--- src/rtl/lra_pkg.sv ---
package lra_pkg;
  localparam int ADDR_STATUS    = 0;
  localparam int ADDR_EVCTL     = 1;
  localparam int STAT_GLOBAL_BIT = 5;
  localparam int LANE_RDY_BIT    = 4;
  localparam int EN_DMA_BIT      = 0;
  localparam int EN_IRQ_BIT      = 1;

  typedef struct packed {
    logic setEvt;
    logic clrGlobal;
    logic dmaEn;
    logic irqEn;
  } lraCtrl_t;
endpackage

--- src/rtl/lra_delay.sv ---
module lra_delay #(
  parameter int DEPTH = 5
) (
  input  logic clk,
  input  logic rstN,
  input  logic d,
  output logic q
);
  logic [DEPTH-1:0] stageQ;

  always_ff @(posedge clk) begin
    if (!rstN) begin
      stageQ <= '0;
    end else begin
      stageQ[0] <= d;
      for (int i = 1; i < DEPTH; i++) stageQ[i] <= stageQ[i-1];
    end
  end

  assign q = stageQ[DEPTH-1];
endmodule

--- src/rtl/lra_ctrl.sv ---
module lra_ctrl
  import lra_pkg::*;
#(
  parameter int LANES   = 16,
  parameter int ADDR_W  = 5,
  parameter int DATA_W  = 32,
  parameter int LATENCY = 5
) (
  input  logic              clk,
  input  logic              rstN,
  input  logic [LANES-1:0]  xferStb,
  input  logic [LANES-1:0]  laneActive,
  input  logic              regWrEn,
  input  logic [ADDR_W-1:0] regWrAddr,
  input  logic [DATA_W-1:0] regWrData,
  input  logic              globalFlag,
  output lraCtrl_t          ctrl,
  output logic              dmaReq,
  output logic              irqPend
);
  logic dmaEnQ, irqEnQ;
  logic setEvt, clrGlobal, evctlWr;

  assign setEvt    = |(xferStb & laneActive);
  assign clrGlobal = regWrEn && (int'(regWrAddr) == ADDR_STATUS) && regWrData[STAT_GLOBAL_BIT];
  assign evctlWr   = regWrEn && (int'(regWrAddr) == ADDR_EVCTL);

  always_ff @(posedge clk) begin
    if (!rstN) begin
      dmaEnQ <= 1'b0;
      irqEnQ <= 1'b0;
    end else if (evctlWr) begin
      dmaEnQ <= regWrData[EN_DMA_BIT];
      irqEnQ <= regWrData[EN_IRQ_BIT];
    end
  end

  always_comb begin
    ctrl.setEvt    = setEvt;
    ctrl.clrGlobal = clrGlobal;
    ctrl.dmaEn     = dmaEnQ;
    ctrl.irqEn     = irqEnQ;
  end

  lra_delay #(.DEPTH(LATENCY)) u_dmaDly (
    .clk(clk), .rstN(rstN), .d(setEvt & dmaEnQ), .q(dmaReq)
  );

  lra_delay #(.DEPTH(LATENCY-1)) u_irqDly (
    .clk(clk), .rstN(rstN), .d(globalFlag & irqEnQ), .q(irqPend)
  );
endmodule

--- src/rtl/lra_datapath.sv ---
module lra_datapath
  import lra_pkg::*;
#(
  parameter int LANES  = 16,
  parameter int ADDR_W = 5,
  parameter int DATA_W = 32
) (
  input  logic              clk,
  input  logic              rstN,
  input  logic [LANES-1:0]  xferStb,
  input  logic [LANES-1:0]  bufWrStb,
  input  logic [LANES-1:0]  laneActive,
  input  lraCtrl_t          ctrl,
  input  logic [ADDR_W-1:0] regRdAddr,
  output logic [DATA_W-1:0] regRdData,
  output logic [LANES-1:0]  laneRdy,
  output logic              globalFlag
);
  localparam int IDX_W = ADDR_W - 1;

  logic [LANES-1:0] rdyNext;
  logic             anyRdyNext;
  logic [IDX_W-1:0] laneIdx;

  for (genvar g = 0; g < LANES; g++) begin : g_lane
    always_comb begin
      if (!laneActive[g])    rdyNext[g] = 1'b0;
      else if (xferStb[g])   rdyNext[g] = 1'b1;
      else if (bufWrStb[g])  rdyNext[g] = 1'b0;
      else                   rdyNext[g] = laneRdy[g];
    end
    always_ff @(posedge clk) begin
      if (!rstN) laneRdy[g] <= 1'b0;
      else       laneRdy[g] <= rdyNext[g];
    end
  end

  assign anyRdyNext = |rdyNext;

  always_ff @(posedge clk) begin
    if (!rstN)               globalFlag <= 1'b0;
    else if (ctrl.setEvt)    globalFlag <= 1'b1;
    else if (ctrl.clrGlobal) globalFlag <= 1'b0;
    else                     globalFlag <= globalFlag & anyRdyNext;
  end

  assign laneIdx = regRdAddr[IDX_W-1:0];

  always_comb begin
    regRdData = '0;
    if (int'(regRdAddr) == ADDR_STATUS) begin
      regRdData[STAT_GLOBAL_BIT] = globalFlag;
    end else if (int'(regRdAddr) == ADDR_EVCTL) begin
      regRdData[EN_DMA_BIT] = ctrl.dmaEn;
      regRdData[EN_IRQ_BIT] = ctrl.irqEn;
    end else if (regRdAddr[ADDR_W-1] && (int'(laneIdx) < LANES)) begin
      regRdData[LANE_RDY_BIT] = laneRdy[laneIdx];
    end
  end
endmodule

--- src/rtl/lane_ready_agg.sv ---
module lane_ready_agg
  import lra_pkg::*;
#(
  parameter int LANES   = 16,
  parameter int ADDR_W  = 5,
  parameter int DATA_W  = 32,
  parameter int LATENCY = 5
) (
  input  logic              clk,
  input  logic              rstN,
  input  logic [LANES-1:0]  laneActive,
  input  logic [LANES-1:0]  xferStb,
  input  logic [LANES-1:0]  bufWrStb,
  input  logic              regWrEn,
  input  logic [ADDR_W-1:0] regWrAddr,
  input  logic [DATA_W-1:0] regWrData,
  input  logic [ADDR_W-1:0] regRdAddr,
  output logic [DATA_W-1:0] regRdData,
  output logic              dmaReq,
  output logic              irqPend
);
  lraCtrl_t         ctrl;
  logic [LANES-1:0] laneRdy;
  logic             globalFlag;

  lra_ctrl #(.LANES(LANES), .ADDR_W(ADDR_W), .DATA_W(DATA_W), .LATENCY(LATENCY)) u_ctrl (
    .clk(clk), .rstN(rstN), .xferStb(xferStb), .laneActive(laneActive),
    .regWrEn(regWrEn), .regWrAddr(regWrAddr), .regWrData(regWrData),
    .globalFlag(globalFlag), .ctrl(ctrl), .dmaReq(dmaReq), .irqPend(irqPend)
  );

  lra_datapath #(.LANES(LANES), .ADDR_W(ADDR_W), .DATA_W(DATA_W)) u_dp (
    .clk(clk), .rstN(rstN), .xferStb(xferStb), .bufWrStb(bufWrStb),
    .laneActive(laneActive), .ctrl(ctrl), .regRdAddr(regRdAddr),
    .regRdData(regRdData), .laneRdy(laneRdy), .globalFlag(globalFlag)
  );
endmodule

--- config.mk ---
export PLATFORM = sky130hd
export DESIGN_NAME = lane_ready_agg
export DESIGN_NICKNAME = d
export VERILOG_FILES = /design/src/rtl/lra_pkg.sv /design/src/rtl/lra_delay.sv /design/src/rtl/lra_ctrl.sv /design/src/rtl/lra_datapath.sv /design/src/rtl/lane_ready_agg.sv
export SDC_FILE = /design/constraint.sdc
export NUM_CORES = 1
export LEC_CHECK = 0
export BUFFER_PORTS_ARGS = -buffer_cell sky130_fd_sc_hd__buf_2
export CAP_MARGIN = 25
export CORE_MARGIN = 1
export CORE_UTILIZATION = 41
export CTS_CLUSTER_DIAMETER = 150
export DETAILED_ROUTE_END_ITERATION = 6
export PLACE_DENSITY = 0.85
export SLEW_MARGIN = 15
export SYNTH_ARGS = -nofsm -noshare
export SYNTH_HDL_FRONTEND = slang
export SYNTH_HIERARCHICAL = 1
export SYNTH_SLANG_ARGS = --single-unit
--- constraint.sdc ---
create_clock -name clk -period 4.36 [get_ports clk]
set_input_delay 0.436 -clock clk [delete_from_list [all_inputs] [get_ports clk]]
set_output_delay 0.436 -clock clk [all_outputs]
set_load 0.005 [all_outputs]
==> impl_metrics.json <==
{
  "die_w_um": 62.4,
  "synth_ff_type": "dfxtp_1",
  "die-area_sq_um": 3890,
  "worst_ep_required_time_ps": 3920,
  "place_congestion": 0.792,
  "place_inst": 267,
  "hpwl_mm": 2.62,
  "post-route-period-util_pct": 54.4,
  "rsz0062_at_grt": "false",
  "crit_chain": "buf_2 > mux4_1 > mux4_2 > and2_1 > buf_2",
  "yosysUniqueCellTypes": 22,
  "ant_nets": 0,
  "fin_skew_ps": 0.921,
  "cpLargestDelayFamily": "multiplexers",
  "dieHeight_um": 62.4,
  "fillCellCount": 356,
  "synth.top_cell.area_share_pct": 37.5,
  "antenna_found_initial": 0,
  "crit_fanout": 7,
  "clk_pin_slew_ps": 140,
  "synth.most_common_cell": "buf_4",
  "crit_top_cell": "buf_2",
  "clockRootBuffer": "clkbuf_4",
  "overflow": 0,
  "syn_area_sq_um": 1490,
  "netlist_instances": 159,
  "slew_violations": 0,
  "synth_seq_cells": 28,
  "grt_pass1_vias": 1179,
  "cp_num_cells": 5,
  "period_minus_slack_ps": 2370,
  "ctsHoldBuffers": 0,
  "leakage_nw": 0.895,
  "numPortBuffers": 69,
  "diodes": 0,
  "post_cts_buffers": 0,
  "insertion_delay_ps": 330,
  "synth-async-reset-ratio_pct": 0,
  "final-hold-violation-count": 0,
  "grt_max_degree": 17,
  "hold_ws_ps": 330,
  "ys_warn_count": 6,
  "status": "finished, final reports clean",
  "drt-total-wl_mm": 3.04,
  "htree_levels": 1,
  "cpPeakStageDelay_ps": 580,
  "firstDrtPassIters": 4,
  "whs_path_depth": 3,
  "drv_cap": 0,
  "synth-edff-count": 0,
  "track_usage_pct": 16.4,
  "cts_made_buffers": 3,
  "grt_pass1_wl_mm": 5.11,
  "end_kind": "output pin",
  "cts_buffer_depth": 2,
  "path_buf_inv": 2,
  "start_util_pct": 43.7,
  "finalWorstSetupSlack_ps": 1990,
  "power.density_nw_per_um2": 286,
  "synth_top_cell_by_area": "dfxtp_1",
  "peakVddDrop_v": 0.000164,
  "yosysSeqAreaShare_pct": 37.5,
  "drc": 0,
  "r2r_cells": 5,
  "syn_to_final_growth_pct": 20.2,
  "critPathLaunchType": "input port",
  "final_layout_size_suffix_gt1_share_pct": 36.0,
  "cpMaxStageDelayCell": "mux4_1",
  "clock-sinks": 28,
  "setup_viol_count_final": 0,
  "nets": 319,
  "max_freq_ghz": 0.422,
  "path_class": "input port to output pin",
  "vias_per_cell": 4.66,
  "synth_area_leaders": "dfxtp_1, buf_4, mux4_1, nor2b_1, o21ai_0",
  "synth_common_cells": "buf_4, dfxtp_1, o21ai_0, nor2_1, nor2b_1",
  "ios": 127,
  "cts_resized": 0,
  "avgSynthCellArea_sq_um": 9.40,
  "fin_cells": 271,
  "hp-class": "input port to register",
  "finalSetupTns_ps": 0,
  "dpl_worst_slack_ps": 1990,
  "cts_tree": "built",
  "core_sq_um": 3420,
  "drt_iter0_markers": 27,
  "rows": 21,
  "num_vias": 1264,
  "wl_per_cell_um": 11.2,
  "arrival_ps": 1930
}
## area by class of cell
class / count / area [sq um] / area share (%)
multi-input cells: 123 / 776 / 43.2
flip-flops and latches: 28 / 561 / 31.2
repair buffers: 69 / 345 / 19.2
well taps: 46 / 57.6 / 3.21
clock inverters: 1 / 30.0 / 1.67
clock buffers: 3 / 22.5 / 1.25
inverters: 1 / 3.75 / 0.209
## sequential cells by signal, indices dropped and copies added, names as in the netlist
| signal | flops |
|---|---|
| u_ctrl/irqEnQ | 1 |
| u_dp/laneRdy | 16 |
| u_ctrl/dmaEnQ | 1 |
| u_dp/globalFlag | 1 |
| u_ctrl/u_irqDly/stageQ | 4 |
| u_ctrl/u_dmaDly/stageQ | 5 |
## worst min-delay path, cell delays in order
cell,delay [ps]
buf_2,90
nand2_1,40
o21ai_0,60
## layer usage
layer / track usage [%] / vias up / share of wire, %
li1: - / 637 / -
met1: 21.1 / 556 / 45
met2: 27.1 / 64 / 46
met3: 3.49 / 7 / 7.4
met4: 6.10 / 0 / 1.7
met5: 0 / - / 0
## path summary, 6_finish.rpt
kind | start | to | slack [ps]
max | regRdAddr[0] | regRdData[4] | 1990
min | regWrData[0] | u_ctrl/dmaEnQ | 330
max reg2reg | u_dp/laneRdy[4] | u_dp/globalFlag | 2890
min reg2reg | u_ctrl/u_dmaDly/stageQ[2] | u_ctrl/u_dmaDly/stageQ[3] | 450
## metrics by stage
stage,total power [mW],util (%),cell area [sq um]
6_report,0.513,52.6,1800
5_1_grt,0.542,52.6,1800
4_1_cts,0.517,52.6,1800
3_5_place_dp,0.350,51.0,1740
3_3_place_gp,0.348,51.0,1740
2_1_floorplan,0.326,-,1600
## layout by cell type, fill, tap and decap left out
cell type,count
buf_2,69
clkbuf_4,3
mux4_2,1
o21ai_0,18
and4b_1,1
nand4_1,5
and3_2,2
inv_1,1
a22o_1,4
bufinv_16,1
mux4_1,4
dfxtp_1,28
and2_1,12
nand2_1,4
a221oi_2,4
nor2_1,16
nor2b_1,16
and3b_2,1
conb_1,28
o31ai_1,1
nor4_1,3
nand3_1,3
## kinds of logic after synthesis
kind of cell    Yosys count  synth area share (%)
compound gates           27                  12.9
buf+inv                  35                  17.3
flops                    28                  37.5
mux                       5                  8.54
other cells               1                 0.251
simple gates             63                  23.5
## power by group
| group | switching (mW) | total [mW] | internal, mW |
|---|---|---|---|
| Sequential | 0.00404 | 0.268 | 0.264 |
| Clock | 0.0752 | 0.168 | 0.0930 |
| Combinational | 0.0375 | 0.0769 | 0.0394 |
Note: power is estimated with default switching activity, not from simulation.
